`src/rtl/txs_pkg.sv`:
```
package txs_pkg;

    localparam int BIT_DONE  = 7;
    localparam int BIT_IRQ   = 6;
    localparam int BIT_JAB   = 5;
    localparam int BIT_UND   = 4;
    localparam int BIT_MCOL  = 3;
    localparam int BIT_OVF   = 2;

    // bits that make the top entry raise the completion event
    localparam logic [7:0] EVENT_MASK = 8'h7C;

    typedef enum logic [1:0] {
        OCC_EMPTY = 2'd0,
        OCC_PART  = 2'd1,
        OCC_FULL  = 2'd2
    } occ_t;

    typedef enum logic {
        TXE_ON   = 1'b0,
        TXE_HALT = 1'b1
    } txe_t;

    typedef struct packed {
        logic irq;
        logic jab;
        logic und;
        logic mcol;
    } cmp_flags_t;

endpackage

```
`src/rtl/txs_fmt.sv`:
```
module txs_fmt
    import txs_pkg::*;
(
    input  cmp_flags_t flags,
    output logic [7:0] status,
    output logic       fatal
);

    always_comb begin
        status           = 8'h00;
        status[BIT_DONE] = 1'b1;
        status[BIT_IRQ]  = flags.irq;
        status[BIT_JAB]  = flags.jab;
        status[BIT_UND]  = flags.und;
        status[BIT_MCOL] = flags.mcol;
        fatal            = flags.jab | flags.und;
    end

endmodule

```
`src/rtl/txs_ctrl.sv`:
```
module txs_ctrl
    import txs_pkg::*;
#(
    parameter int DEPTH = 4,
    parameter int IDXW  = (DEPTH > 1) ? $clog2(DEPTH) : 1,
    parameter int CW    = $clog2(DEPTH + 1)
) (
    input  logic            clk,
    input  logic            rst_n,
    input  logic            tx_rst,
    input  logic            push,
    input  logic            pop,
    input  logic            fatal,
    output logic            push_en,
    output logic [IDXW-1:0] push_idx,
    output logic            merge_en,
    output logic [IDXW-1:0] merge_idx,
    output logic [IDXW-1:0] top_idx,
    output logic            empty,
    output logic            tx_en
);

    localparam logic [CW-1:0] FULLC = CW'(DEPTH);

    occ_t            occ_q, occ_n;
    txe_t            txe_q, txe_n;
    logic [CW-1:0]   cnt_q, cnt_n;
    logic [CW-1:0]   base;
    logic            do_pop;

    // next-state and operation decode
    always_comb begin
        do_pop   = pop && (occ_q != OCC_EMPTY);
        base     = cnt_q - CW'(do_pop);
        push_en  = push && (base < FULLC);
        merge_en = push && !do_pop && (occ_q == OCC_FULL);
        cnt_n    = base + CW'(push_en);
        if (tx_rst) begin
            push_en  = 1'b0;
            merge_en = 1'b0;
            cnt_n    = '0;
        end
        if (cnt_n == '0)        occ_n = OCC_EMPTY;
        else if (cnt_n == FULLC) occ_n = OCC_FULL;
        else                     occ_n = OCC_PART;

        txe_n = txe_q;
        unique case (txe_q)
            TXE_ON:   if (!tx_rst && push && fatal) txe_n = TXE_HALT;
            TXE_HALT: if (tx_rst)                   txe_n = TXE_ON;
            default:  txe_n = TXE_ON;
        endcase
    end

    // state registers
    always_ff @(posedge clk or negedge rst_n) begin
        if (!rst_n) begin
            occ_q <= OCC_EMPTY;
            txe_q <= TXE_ON;
            cnt_q <= '0;
        end else begin
            occ_q <= occ_n;
            txe_q <= txe_n;
            cnt_q <= cnt_n;
        end
    end

    // outputs
    always_comb begin
        push_idx  = IDXW'(base);
        merge_idx = IDXW'(DEPTH - 1);
        top_idx   = IDXW'(cnt_q - CW'(1));
        unique case (occ_q)
            OCC_EMPTY: empty = 1'b1;
            OCC_PART:  empty = 1'b0;
            OCC_FULL:  empty = 1'b0;
            default:   empty = 1'b1;
        endcase
        tx_en = (txe_q == TXE_ON);
    end

    p_cnt_bound_r4: assert property (@(posedge clk) disable iff (!rst_n)
        cnt_q <= FULLC);

    p_pop_empty_r3: assert property (@(posedge clk) disable iff (!rst_n)
        (empty && pop && !push) |=> empty);

    p_rst_empties_r8: assert property (@(posedge clk) disable iff (!rst_n)
        tx_rst |=> (empty && tx_en));

    p_fatal_halts_r7: assert property (@(posedge clk) disable iff (!rst_n)
        (push && fatal && !tx_rst) |=> !tx_en);

    p_halt_holds_r7: assert property (@(posedge clk) disable iff (!rst_n)
        (!tx_en && !tx_rst) |=> !tx_en);

endmodule

```
`src/rtl/txs_lifo.sv`:
```
module txs_lifo
    import txs_pkg::*;
#(
    parameter int DEPTH = 4,
    parameter int IDXW  = (DEPTH > 1) ? $clog2(DEPTH) : 1
) (
    input  logic            clk,
    input  logic            rst_n,
    input  logic            push_en,
    input  logic [IDXW-1:0] push_idx,
    input  logic [7:0]      push_data,
    input  logic            merge_en,
    input  logic [IDXW-1:0] merge_idx,
    input  logic [IDXW-1:0] top_idx,
    output logic [7:0]      top_data
);

    logic [7:0] mem [DEPTH];

    always_ff @(posedge clk or negedge rst_n) begin
        if (!rst_n) begin
            for (int i = 0; i < DEPTH; i++) mem[i] <= 8'h00;
        end else begin
            if (push_en)
                mem[push_idx] <= push_data;
            if (merge_en)
                mem[merge_idx][BIT_OVF] <= 1'b1;
        end
    end

    assign top_data = mem[top_idx];

    p_push_lands_r1: assert property (@(posedge clk) disable iff (!rst_n)
        push_en |=> (mem[$past(push_idx)] == $past(push_data)));

    p_merge_sets_ovf_r4: assert property (@(posedge clk) disable iff (!rst_n)
        merge_en |=> mem[DEPTH-1][BIT_OVF]);

    p_merge_keeps_rest_r4: assert property (@(posedge clk) disable iff (!rst_n)
        merge_en |=> (mem[DEPTH-1][7:3] == $past(mem[DEPTH-1][7:3])));

endmodule

```
`src/rtl/txdone_stack.sv`:
```
module txdone_stack
    import txs_pkg::*;
#(
    parameter int DEPTH = 4
) (
    input  logic       clk,
    input  logic       rst_n,
    input  logic       tx_rst,
    input  logic       cmp_stb,
    input  logic       cmp_jabber,
    input  logic       cmp_underrun,
    input  logic       cmp_maxcol,
    input  logic       cmp_intreq,
    input  logic       host_wr,
    output logic [7:0] host_rd_data,
    output logic       txc_event,
    output logic       tx_enabled
);

    localparam int IDXW = (DEPTH > 1) ? $clog2(DEPTH) : 1;
    localparam int CW   = $clog2(DEPTH + 1);

    cmp_flags_t      flags;
    logic [7:0]      new_status;
    logic            fatal;
    logic            push_en, merge_en, empty;
    logic [IDXW-1:0] push_idx, merge_idx, top_idx;
    logic [7:0]      top_data;

    assign flags = '{irq: cmp_intreq, jab: cmp_jabber, und: cmp_underrun, mcol: cmp_maxcol};

    txs_fmt u_fmt (
        .flags  (flags),
        .status (new_status),
        .fatal  (fatal)
    );

    txs_ctrl #(.DEPTH(DEPTH), .IDXW(IDXW), .CW(CW)) u_ctrl (
        .clk       (clk),
        .rst_n     (rst_n),
        .tx_rst    (tx_rst),
        .push      (cmp_stb),
        .pop       (host_wr),
        .fatal     (fatal),
        .push_en   (push_en),
        .push_idx  (push_idx),
        .merge_en  (merge_en),
        .merge_idx (merge_idx),
        .top_idx   (top_idx),
        .empty     (empty),
        .tx_en     (tx_enabled)
    );

    txs_lifo #(.DEPTH(DEPTH), .IDXW(IDXW)) u_lifo (
        .clk       (clk),
        .rst_n     (rst_n),
        .push_en   (push_en),
        .push_idx  (push_idx),
        .push_data (new_status),
        .merge_en  (merge_en),
        .merge_idx (merge_idx),
        .top_idx   (top_idx),
        .top_data  (top_data)
    );

    assign host_rd_data = empty ? 8'h00 : top_data;
    assign txc_event    = !empty && ((top_data & EVENT_MASK) != 8'h00);

    p_event_has_entry_r6: assert property (@(posedge clk) disable iff (!rst_n)
        txc_event |-> host_rd_data[BIT_DONE]);

    p_low_bits_zero_r1: assert property (@(posedge clk) disable iff (!rst_n)
        host_rd_data[1:0] == 2'b00);

endmodule

```
`config.mk`:
```
export PLATFORM = sky130hd
export DESIGN_NAME = txdone_stack
export DESIGN_NICKNAME = d
export VERILOG_FILES = /design/src/rtl/txs_pkg.sv /design/src/rtl/txs_fmt.sv /design/src/rtl/txs_ctrl.sv /design/src/rtl/txs_lifo.sv /design/src/rtl/txdone_stack.sv
export SDC_FILE = /design/constraint.sdc
export NUM_CORES = 1
export LEC_CHECK = 0
export ABC_CLOCK_PERIOD_IN_PS = 3200
export CORE_MARGIN = 2
export CORE_UTILIZATION = 30
export CTS_BUF_LIST = sky130_fd_sc_hd__clkbuf_8 sky130_fd_sc_hd__clkbuf_16
export DETAILED_ROUTE_END_ITERATION = 7
export HOLD_SLACK_MARGIN = 0.06
export PLACE_DENSITY = 0.51
export SLEW_MARGIN = 20
export SYNTH_ARGS = -nofsm -noshare
export SYNTH_HDL_FRONTEND = slang
export SYNTH_SLANG_ARGS = --single-unit
```
`constraint.sdc`:
```
create_clock -name clk -period 3.2 [get_ports clk]
set_input_delay 0.32 -clock clk [delete_from_list [all_inputs] [get_ports clk]]
set_output_delay 0.32 -clock clk [all_outputs]
set_load 0.005 [all_outputs]
```
# [Word-level counts from Yosys, hierarchy flattened]
# Index checks and enable logic that the tools add are counted.
[totals] regBits=38 inputBits=9 output_inout_bits=10 elab_cells=54
[op_classes] add_sub_neg=3 order_cmp=4 eq_ne=3 n_mux=17 bitwise=4 reduce_logical=15
[ops] cell="32-bit bitwise mux" n=1
[ops] cell="32-bit two-way mux" n=1
[ops] cell="8-bit two-way mux" n=4
[ops] cell="8-bit binary-select mux with 2-bit select" n=1
[ops] cell="8-bit demux with 2-bit select" n=1
[ops] cell="1-bit logical AND" n=8
[ops] cell="8-bit nonzero test" n=1
[ops] cell="3-bit >= comparator (second input constant)" n=2
[ops] cell="3-bit two-way mux" n=2
[ops] cell="2-bit NOT with 3-bit output" n=2
[ops] cell="1-bit two-way mux" n=4
[ops] cell="2-bit two-way mux" n=2
[ops] cell="2-bit nonzero test" n=2
[ops] cell="3-bit by 1-bit adder with 3-bit output" n=1
[ops] cell="3-bit == test (second input constant)" n=1
[ops] cell="3-bit logical NOT" n=1
[ops] cell="3-bit by 1-bit < comparator with 1-bit output (second input constant)" n=1
[ops] cell="3-bit < comparator (second input constant)" n=1
[ops] cell="3-bit by 1-bit subtractor with 3-bit output" n=1
[ops] cell="2-bit by 1-bit == test with 1-bit output (second input constant)" n=1
[ops] cell="2-bit == test (second input constant)" n=1
[ops] cell="1-bit logical NOT" n=2
[ops] cell="1-bit case mux with 2 select lines" n=1
[ops] cell="2-bit OR reduction" n=1
[ops] cell="other kinds (3)" n=3

# [Logic depth before layout (Yosys ltp)]
# Gate-level depths: netlist of the first run.
[logic_depth] depth_word=11 ltp_mapped=12 ltp_nobuf=12

# [Hierarchy]
# From an unflattened synthesis of the first run, not the netlist that was laid out.
[hier_totals] cells_unflattened=151 hier_area_um2=2024.4
[by_module_without_submodules] module="txs_lifo" n_inst=1 cells_per_inst=90 area_each_um2=1500.2 seq_area_each_um2=800.8
[by_module_without_submodules] module="txs_ctrl" n_inst=1 cells_per_inst=39 area_each_um2=386.6 seq_area_each_um2=150.1
[by_module_without_submodules] module="txs_fmt" n_inst=1 cells_per_inst=11 area_each_um2=73.8 seq_area_each_um2=0.0
[by_module_without_submodules] module="txdone_stack" n_inst=1 cells_per_inst=11 area_each_um2=63.8 seq_area_each_um2=0.0

# [Least setup slack after synthesis of the first run]
# OpenSTA, ideal clock, no wires.
[synth_path] kind="register -> register" startpoint="register u_ctrl.occ_q[0]" endpoint="register u_ctrl.occ_q[1]" setup_time_ns=0.086 t_arrival_ns=2.293 t_required_ns=3.114 setup_slack_ns=0.821 path_stages_with_launch=13 path_buffers=0 period_less_slack_ns=2.379 cell_sequence="dfrtp_1 inv_1 ha_1 nor2b_1 ha_1 ha_1 xnor2_1 and2_1 ha_1 ha_1 nor2b_1 or2_2 nor3_1"
[synth_between] elab_chain_len=10 elab_cells_between_ends=11 classes_between="add/sub: 2; order compare: 1; eq/ne: 1; mux: 3; reduce/logical: 4"
[synth_lines] element="start: declaration" line="txs_ctrl.sv:25" source="occ_t occ_q, occ_n;"
[synth_lines] element="start signal: assignment" line="txs_ctrl.sv:62" source="occ_q <= occ_n;"
[synth_lines] element="2-bit nonzero test (*)" line="txs_ctrl.sv:33" source="do_pop = pop && (occ_q != OCC_EMPTY);"
[synth_lines] element="1-bit logical AND (*)" line="txs_ctrl.sv:33"
[synth_lines] element="3-bit by 1-bit subtractor with 3-bit output (*)" line="txs_ctrl.sv:34" source="base = cnt_q - CW'(do_pop);"
[synth_lines] element="3-bit < comparator" line="txs_ctrl.sv:35" source="push_en = push && (base < FULLC);"
[synth_lines] element="1-bit logical AND" line="txs_ctrl.sv:35"
[synth_lines] element="3-bit by 1-bit adder with 3-bit output (*)" line="txs_ctrl.sv:37" source="cnt_n = base + CW'(push_en);"
[synth_lines] element="3-bit two-way mux (*)" line="txs_ctrl.sv:38" source="if (tx_rst) begin"
[synth_lines] element="net u_ctrl.cnt_n[1]" line="txs_ctrl.sv:27" source="logic [CW-1:0] cnt_q, cnt_n;"
[synth_lines] element="3-bit == test" line="txs_ctrl.sv:44" source="else if (cnt_n == FULLC) occ_n = OCC_FULL;"
[synth_lines] element="2-bit two-way mux" line="txs_ctrl.sv:44"
[synth_lines] element="2-bit two-way mux (*)" line="txs_ctrl.sv:43" source="if (cnt_n == '0) occ_n = OCC_EMPTY;"
[synth_lines] element="net u_ctrl.occ_n[1]" line="txs_ctrl.sv:25"
# Mark *: on every way through the listed nets, which the timed path passes. The rest lies on a longest branch.
# A chain may end at the register's enable or synchronous reset.

# [Worst setup path after layout of the first run]
[layout_path] startpoint="register u_ctrl.cnt_q[0]" endpoint="output port txc_event"
[layout_between] elab_chain_len=7
[layout_lines] element="start: declaration" line="txs_ctrl.sv:27"
[layout_lines] element="start signal: assignment" line="txs_ctrl.sv:64" source="cnt_q <= cnt_n;"
[layout_lines] element="2-bit by 1-bit subtractor with 2-bit output" line="txs_ctrl.sv:72" source="top_idx = IDXW'(cnt_q - CW'(1));"
[layout_lines] element="2-bit NOT with 3-bit output (implied by the code)" line="txs_lifo.sv:31" source="assign top_data = mem[top_idx];"
[layout_lines] element="8-bit binary-select mux with 2-bit select" line="txs_lifo.sv:31"
[layout_lines] element="8-bit two-way mux (implied by the code) (2 in series)" line="txs_lifo.sv:31"
[layout_lines] element="8-bit nonzero test" line="txdone_stack.sv:67" source="assign txc_event = !empty && ((top_data & EVENT_MASK) != 8'h00);"
[layout_lines] element="1-bit logical AND" line="txdone_stack.sv:67"
[layout_lines] element="end: declaration" line="txdone_stack.sv:16" source="output logic txc_event,"
# Every way passes these cells. The select of a mux whose other input is x is not followed.

==> metrics.txt, run 1 <==
status completed; initial DRC count 31; hold_buf cts 0; Netlist Area Pre-Place 1725 um2; Reg2Reg Depth 11; Reg-to-Reg End u_ctrl.occ_q[1]; Ys Warns 0; type of origin of the critical path flip-flop; clk sinks 38; Post-CTS Resized 0; Max FO, Critical Path 5; clock transition at the registers of the reported paths 0.07 ns; clock buffer depth 2; Syn Area/Cell 14.14 um2; Final Routed Wirelength 3369 um; Mapped Cells 122; tightest hold margin 0.1891 ns; Post-DRT Antenna Nets 0; die height 79.84 um; total iterations of the first detailed-routing run 3; class of the worst hold path in2async; layout cells sized above 1 20.41%; Initial Util 31.14%; Main synth FF type dfrtp_1; vias 1015; antenna fix cells 0; CTS tree yes; Boundary Pins 19; Leak 0.0009312 uW; overall die area 6374 um2; vias in the first global route 1098; FFs w/ async S/R, synth 100.0%; Mapped Nets 137; gr usage total 11.99%; RSZ-0062 raised after global routing false; CP arrival 2.50 ns; row count 27; max-slew violations 0; final worst path period need 2.815 ns; CTS H-tree lvls 2; Num CTS Buffers 5; Core ar. 5540 um2; post-synth top area share 55.11%; port bufs 18; Seq. cell area 950.9 um2; fmax 355.2 MHz; Placed Instance Area 1999 um2; vias per cell 4.635; CP Class reg2out; Placer Congestion 0.7298; first-pass GRT wire length 5616 um; post-synthesis sequential area ratio 55.11%; slack of the worst reg-to-reg path 0.70 ns; final setup vio count 0; Synth-to-Final Area Change 20.30%; MaxCap Viol Count 0; final core occ 37.47%; post-CTS setup repair buffer count 0; Residual DRC 0; Post-synth EDFFs 0; Slew @ Worst Pin 0.5201 ns; Slew HR 65.23%; worst r2r src u_ctrl.cnt_q[0]; Synth area leaders dfrtp_1 55%, mux2_2 10%, mux4_1 7.6%; skew final 0.004139 ns; leading area contributor after synthesis dfrtp_1; initial antenna violation count 0; remaining global-route overflow 0; Cell Pwr Density 836.4 nW/um2; total negative slack 0 ns; Crit path required time 2.88 ns; die width 79.84 um; wire length per cell 15.38 um; final worst path period share 87.98%; root buffer cell clkbuf_8; final layout net count 162; area used by multi-input combinational logic 725.7 um2; kind of end point of the critical path output port; largest net degree at the start of global routing 38; Peak VDD IR 0.4357 mV; FF+latch count, synth 38; Hold Violations, Final 0; fillers 549; cell area after layout 2076 um2; Yosys cell types 25; hpwl dp 2395 um; Clk Latency, worst-skew pair 0.29 ns
-- cells in the mapped netlist (all sizes together) (2+ instances only) --
library cell / count
mux4: 8
nand4: 3
or2: 2
and2: 18
ha: 6
inv: 8
nand2b: 3
dfrtp: 38
clkbuf: 2
nor2b: 6
mux2: 16
-- worst max-delay path: stages, from the launching register on --
cell,delay (ns)
dfrtp_1,0.50
mux4_2,0.57
or4_1,0.51
o21a_1,0.19
clkdlybuf4s50_1,0.44
-- cells in the final DEF (no fill, tap or decap) --
| master | instances |
|---|---|
| clkdlybuf4s50_1 | 18 |
| nor3_1 | 1 |
| dfrtp_1 | 38 |
| and4_1 | 1 |
| mux4_1 | 5 |
| or2_2 | 2 |
| o22ai_1 | 1 |
| and2_2 | 1 |
| xor2_1 | 1 |
| nand2_1 | 1 |
| o21a_1 | 1 |
| and2_1 | 17 |
| nand2b_1 | 3 |
| nor2_1 | 1 |
| buf_4 | 3 |
| or4_1 | 1 |
| mux2_2 | 16 |
| a21oi_1 | 1 |
| xnor2_1 | 1 |
| nor2b_1 | 6 |
| o21ai_0 | 1 |
| ha_1 | 6 |
| nand4_1 | 3 |
| inv_1 | 10 |
| mux4_2 | 3 |
| clkbuf_8 | 5 |
-- worst max-delay path by stage --
stage	slack, ns	from	to	cells after the start
2_1_floorplan	0.82	u_ctrl.occ_q[0]	u_ctrl.occ_q[1]	12
3_5_place_dp	0.59	host_wr	u_ctrl.occ_q[1]	11
5_1_grt	0.27	u_ctrl.cnt_q[0]	txc_event	4
6_report	0.38	u_ctrl.cnt_q[0]	txc_event	4
4_1_cts	0.33	u_ctrl.cnt_q[0]	txc_event	4
3_3_place_gp	0.59	host_wr	flip-flop	8
-- layer usage --
metal / up-vias / GRT usage, % / wire (um)
li1: 476 / - / -
met1: 513 / 15.29 / 1601
met2: 19 / 18.82 / 1574
met3: 7 / 3.281 / 109
met4: 0 / 5.763 / 83
met5: - / 0 / 0
-- power breakdown --
part / internal [uW] / switching [uW] / leakage, uW / total [uW]
Sequential: 632 / 91.2 / 0.000477 / 723
Combinational: 432 / 289 / 0.000407 / 721
Clock: 143 / 149 / 0.0000466 / 292
-- cell type report --
| cell class | instances | area share [%] |
|---|---|---|
| timing repair buffer | 21 | 9.765 |
| inverter | 8 | 1.447 |
| multi-input combinational | 73 | 34.96 |
| sequential | 38 | 45.81 |
| clock inverter | 2 | 0.3617 |
| clock buffer | 5 | 3.315 |
| tap | 72 | 4.340 |
-- cell families after synthesis --
family | count (synthesis) | share of synthesized area, %
flops | 38 | 55.11
simple gates | 37 | 13.34
mux | 24 | 21.97
buf+inv | 11 | 2.828
fa+ha+maj | 6 | 4.351
compound gates | 4 | 1.378
xor+xnor | 2 | 1.015
-- per-stage QoR --
stage          instances  power [uW]  worst slack (ns)
6_report             219        1736            0.3846
5_1_grt              219        1870            0.2670
4_1_cts              219        1770            0.3331
3_5_place_dp         212        1464            0.5875
3_3_place_gp         212        1445            0.5855
2_1_floorplan        122        1166            0.8209
Power figures use the tool's default switching activity.
==> run 2: changes to the inputs <==
==> constraint.sdc (replaced) <==
create_clock -name clk -period 3.2 [get_ports clk]
set_input_delay 0.8 -clock clk [delete_from_list [all_inputs] [get_ports clk]]
set_output_delay 0.8 -clock clk [all_outputs]
set_load 0.005 [all_outputs]
==> metrics.txt, run 2 (same netlist as run 1, synthesis figures left out) <==
Boundary Pins 19 (unchanged); die width 79.84 um (unchanged); layout cells sized above 1 25.97% (was 20.41%); port bufs 18 (unchanged); initial antenna violation count 0 (unchanged); status completed (unchanged); remaining global-route overflow 0 (unchanged); class of the worst hold path reg2reg (was in2async); row count 27 (unchanged); Slew HR 70.51% (was 65.23%); Final Routed Wirelength 3485 um (was 3369 um); final worst path period share 95.35% (was 87.98%); metal3 WL 123 um (was 109 um); Clk Latency, worst-skew pair 0.29 ns (about the same); vias 1044 (was 1015); antenna fix cells 0 (unchanged); Post-Place Cells 218 (was 212); Reg2Reg Depth 11 (unchanged); skew final 0.004443 ns (was 0.004139 ns); slack of the worst reg-to-reg path 0.74 ns (was 0.70 ns); Core ar. 5540 um2 (unchanged); Num CTS Buffers 5 (unchanged); Residual DRC 0 (unchanged); most common cell after layout, fill and taps aside dfrtp_1 (unchanged); Synth-to-Final Area Change 24.87% (was 20.30%); Seq. cell area 952.2 um2 (was 950.9 um2); vias per cell 4.619 (was 4.635); kind of end point of the critical path output port (unchanged); root buffer cell clkbuf_8 (unchanged); final worst setup slack 0.1488 ns (was 0.3846 ns); Hold Violations, Final 0 (unchanged); MaxCap Viol Count 0 (unchanged); CP Class reg2out (unchanged); Critical Path Sink txc_event (unchanged); worst hold start u_lifo.mem[15]; Cell Pwr Density 855.3 nW/um2 (was 836.4 nW/um2); area used by multi-input combinational logic 725.7 um2 (unchanged); initial DRC count 30 (was 31); clock buffer depth 2 (unchanged); Post-Place Worst Slack 0.1218 ns (was 0.5875 ns); metal2 WL 1679 um (was 1574 um); hpwl dp 2493 um (was 2395 um); overall die area 6374 um2 (unchanged); first-pass GRT wire length 6285 um (was 5616 um); total negative slack 0 ns (unchanged); vias in the first global route 1204 (was 1098); fillers 563 (was 549); Crit path required time 2.40 ns (was 2.88 ns); RSZ-0062 raised after global routing false (unchanged); most frequent cells in the layout 37 x dfrtp_1, 17 x and2_1, 17 x clkdlybuf4s50_1 (was 38 x dfrtp_1, 18 x clkdlybuf4s50_1, 17 x and2_1); Critical path origin u_ctrl.cnt_q[0] (unchanged); Max FO, Critical Path 5 (unchanged); worst r2r src u_ctrl.cnt_q[0] (unchanged); Leak 0.0009707 uW (was 0.0009312 uW); Peak VDD IR 0.4163 mV (was 0.4357 mV); final worst path period need 3.051 ns (was 2.815 ns); CP arrival 2.25 ns (was 2.50 ns); clock transition at the registers of the reported paths 0.07 ns (about the same); Placer Congestion 0.7649 (was 0.7298); clk sinks 38 (unchanged); hold_buf cts 0 (unchanged); Slew @ Worst Pin 0.4424 ns (was 0.5201 ns); die height 79.84 um (unchanged); type of origin of the critical path flip-flop (unchanged); total power 1843 uW (was 1736 uW); fmax 327.7 MHz (was 355.2 MHz); largest net degree at the start of global routing 36 (was 38); gr usage total 13.26% (was 11.99%); Initial Util 31.14% (unchanged); CTS H-tree lvls 2 (unchanged); max-slew violations 0 (unchanged); Post-Layout Cell Count 226 (was 219); met1 WL 1627 um (was 1601 um); highest metal used met4 (unchanged); final layout net count 168 (was 162); final setup vio count 0 (unchanged); total iterations of the first detailed-routing run 4 (was 3); Post-DRT Antenna Nets 0 (unchanged); wire length per cell 15.42 um (was 15.38 um); CTS tree yes (unchanged); Reg-to-Reg End u_ctrl.occ_q[1] (unchanged)
## run 2: cell count changes in the layout (fill, tap and decap cells not counted)
cell / delta
inv_1: -2
dfrtp_1: -1
dlygate4sd2_1: +1
dfrtp_2: +1
buf_4: +6
clkdlybuf4s50_1: -1
clkbuf_8: +3
## run 2: critical path, stage by stage, from the launching register on
cell and delay, ns:
dfrtp_2 0.47, mux4_2 0.55, or4_1 0.51, o21a_1 0.18, dlygate4sd2_1 0.25
## run 2: power by group
group	internal, uW	total (uW)	switching [uW]
logic	442	745	303
registers	633	722	88.8
clock network	217	376	158
total	1290	1840	550
## run 2: worst min path at each step
stage	end	slack, ns	cells past startpoint
after floorplan	u_lifo.mem[23]	0.43	1
after global placement	u_lifo.mem[31]	0.44	1
after detailed placement	u_lifo.mem[15]	0.45	1
after CTS	u_lifo.mem[15]	0.47	1
after global routing	u_lifo.mem[7]	0.50	1
final	u_lifo.mem[15]	0.47	1
## run 2: stage by stage
step / area [um2] / util (%) / hold slack (ns)
global placement: 2044 / 36.90 / 0.4430
finish: 2155 / 38.89 / 0.4658
floorplan: 1725 / - / 0.4250
global route: 2155 / 38.89 / 0.4969
CTS: 2155 / 38.89 / 0.4737
detailed placement: 2044 / 36.90 / 0.4533
## run 2: metal layers
layer  up-vias  track usage [%]
met1       531            16.86
met2        16            21.68
met3         8            3.733
met4         0            4.576
met5         -                0
li1        489                -
## run 2: cell type report
| cell class | instances | area share, % |
|---|---|---|
| flip-flops and latches | 38 | 44.19 |
| multi-input cells | 73 | 33.68 |
| repair buffers | 27 | 11.44 |
| clock buffers | 8 | 5.110 |
| well taps | 72 | 4.181 |
| inverters | 8 | 1.394 |
## run 2: repair_timing
item                                    CTS  global route
endpoints found under the setup margin    1             0
resized for setup                         2             0
buffers inserted                          0             0
==> run 3: changes to the inputs <==
- REMOVE_ABC_BUFFERS: default -> 1
==> metrics.txt, run 3 (same netlist as run 1, synthesis figures left out) <==
status completed (unchanged); vias per cell 4.456 (was 4.619); hpwl dp 2516 um (was 2493 um); Max FO, Critical Path 5 (unchanged); final setup vio count 0 (unchanged); CP arrival 2.28 ns (was 2.25 ns); Leak 0.0009699 uW (was 0.0009707 uW); clk sinks 38 (unchanged); total power 1858 uW (was 1843 uW); post-CTS setup repair buffer count 0 (unchanged); Seq. cell area 952.2 um2 (unchanged); row count 27 (unchanged); Placer Congestion 0.7384 (was 0.7649); Post-Layout Cell Count 226 (unchanged); final worst path period share 96.13% (was 95.35%); initial antenna violation count 0 (unchanged); root buffer cell clkbuf_8 (unchanged); tightest hold margin 0.4733 ns (was 0.4658 ns); hold_buf cts 0 (unchanged); Cell Pwr Density 862.9 nW/um2 (was 855.3 nW/um2); Residual DRC 0 (unchanged); Slew @ Worst Pin 0.4770 ns (was 0.4424 ns); Post-Place Worst Slack 0.08802 ns (was 0.1218 ns); total iterations of the first detailed-routing run 4 (unchanged); largest net degree at the start of global routing 39 (was 36); kind of end point of the critical path output port (unchanged); Min-Delay Path Depth 1 (unchanged); Slew HR 68.20% (was 70.51%); die width 79.84 um (unchanged); Crit path required time 2.40 ns (about the same); slowest stage cell, crit path or4_1 (was mux4_2); Post-Place Cells 218 (unchanged); vias 1007 (was 1044); slowest stage delay, CP 0.54 ns (was 0.55 ns); fmax 325.1 MHz (was 327.7 MHz); gr usage total 12.41% (was 13.26%); Reg2Reg Depth 11 (unchanged); layout cells sized above 1 25.97% (unchanged); wire length per cell 15.45 um (was 15.42 um); port bufs 18 (unchanged); fillers 545 (was 563); Boundary Pins 19 (unchanged); final worst path period need 3.076 ns (was 3.051 ns); Synth-to-Final Area Change 24.80% (was 24.87%); Clk Latency, worst-skew pair 0.28 ns (was 0.29 ns); most common cell after layout, fill and taps aside dfrtp_1 (unchanged); class of the worst hold path reg2reg (unchanged); Initial Util 31.14% (unchanged); most frequent cells in the layout 37 x dfrtp_1, 17 x and2_1, 17 x clkdlybuf4s50_1 (unchanged); final layout net count 168 (unchanged); remaining global-route overflow 0 (unchanged); Num CTS Buffers 5 (unchanged); antenna fix cells 0 (unchanged); Post-DRT Antenna Nets 0 (unchanged); CP Class reg2out (unchanged); clock transition at the registers of the reported paths 0.07 ns (about the same); max-slew violations 0 (unchanged); vias in the first global route 1175 (was 1204); clock buffer depth 2 (unchanged); Final Routed Wirelength 3491 um (was 3485 um); CTS H-tree lvls 2 (unchanged); type of origin of the critical path flip-flop (unchanged); Peak VDD IR 0.3634 mV (was 0.4163 mV); Core ar. 5540 um2 (unchanged); first-pass GRT wire length 5747 um (was 6285 um); CTS tree yes (unchanged); final worst setup slack 0.1237 ns (was 0.1488 ns); MaxCap Viol Count 0 (unchanged); skew final 0.004499 ns (was 0.004443 ns); initial DRC count 31 (was 30); RSZ-0062 raised after global routing false (unchanged); die height 79.84 um (unchanged); Hold Violations, Final 0 (unchanged); area used by multi-input combinational logic 725.7 um2 (unchanged); total negative slack 0 ns (unchanged); overall die area 6374 um2 (unchanged); CP cell instances mux4_2 -> or4_1 -> o21a_1 -> dlygate4sd2_1 (unchanged)
run 3: report_power, final:
part	switching (uW)	leakage [uW]	internal, uW	total, uW
Sequential	85.4	0.000476	633	718
Combinational	306	0.000436	443	749
Clock	161	0.0000579	229	390
Total	552	0.000970	1310	1860
run 3: stage by stage:
step           util (%)  instance area [um2]
2_1_floorplan         -                 1707
3_3_place_gp      36.90                 2044
3_5_place_dp      36.90                 2044
4_1_cts           38.87                 2153
5_1_grt           38.87                 2153
6_report          38.87                 2153
run 3: per-layer routing:
layer  track usage, %  share of wire [%]  wire length, um
met2            21.43                 50             1741
met3            3.733                3.9              137
met4            4.576                1.1               38
met5                0                  0                0
met1            14.54                 45             1573
run 3: path summary, 6_finish.rpt:
| check | startpoint | end | slack, ns |
|---|---|---|---|
| worst max register to register | u_ctrl.cnt_q[0] | u_ctrl.occ_q[1] | 0.72 |
| min in group asynchronous | rst_n | u_ctrl.cnt_q[1] | 0.94 |
| worst min-delay path | u_lifo.mem[15] | u_lifo.mem[15] | 0.47 |
| max in group asynchronous | rst_n | u_ctrl.cnt_q[0] | 1.91 |
| worst max-delay path | u_ctrl.cnt_q[0] | txc_event | 0.12 |
| worst min register to register | u_lifo.mem[15] | u_lifo.mem[15] | 0.47 |
run 3: final cells by class:
cell class | instances | share of cell area, %
clock inverter | 3 | 1.859
clock buffer | 5 | 3.196
inverter | 8 | 1.395
tap | 72 | 4.184
sequential | 38 | 44.22
multi-input combinational | 73 | 33.70
timing repair buffer | 27 | 11.45
run 3: timing repair:
item / in CTS / in global routing
endpoints found under the hold margin: 0 / 0
resized for setup: 2 / 0
setup endpoints to repair: 1 / 0
run 3: critical path, delay by kind of cell, from the launching register on:
family / cells / cell delay (ns)
flops: 1 / 0.46
compound gates: 1 / 0.20
mux: 1 / 0.53
buf+inv: 1 / 0.26
simple gates: 1 / 0.54
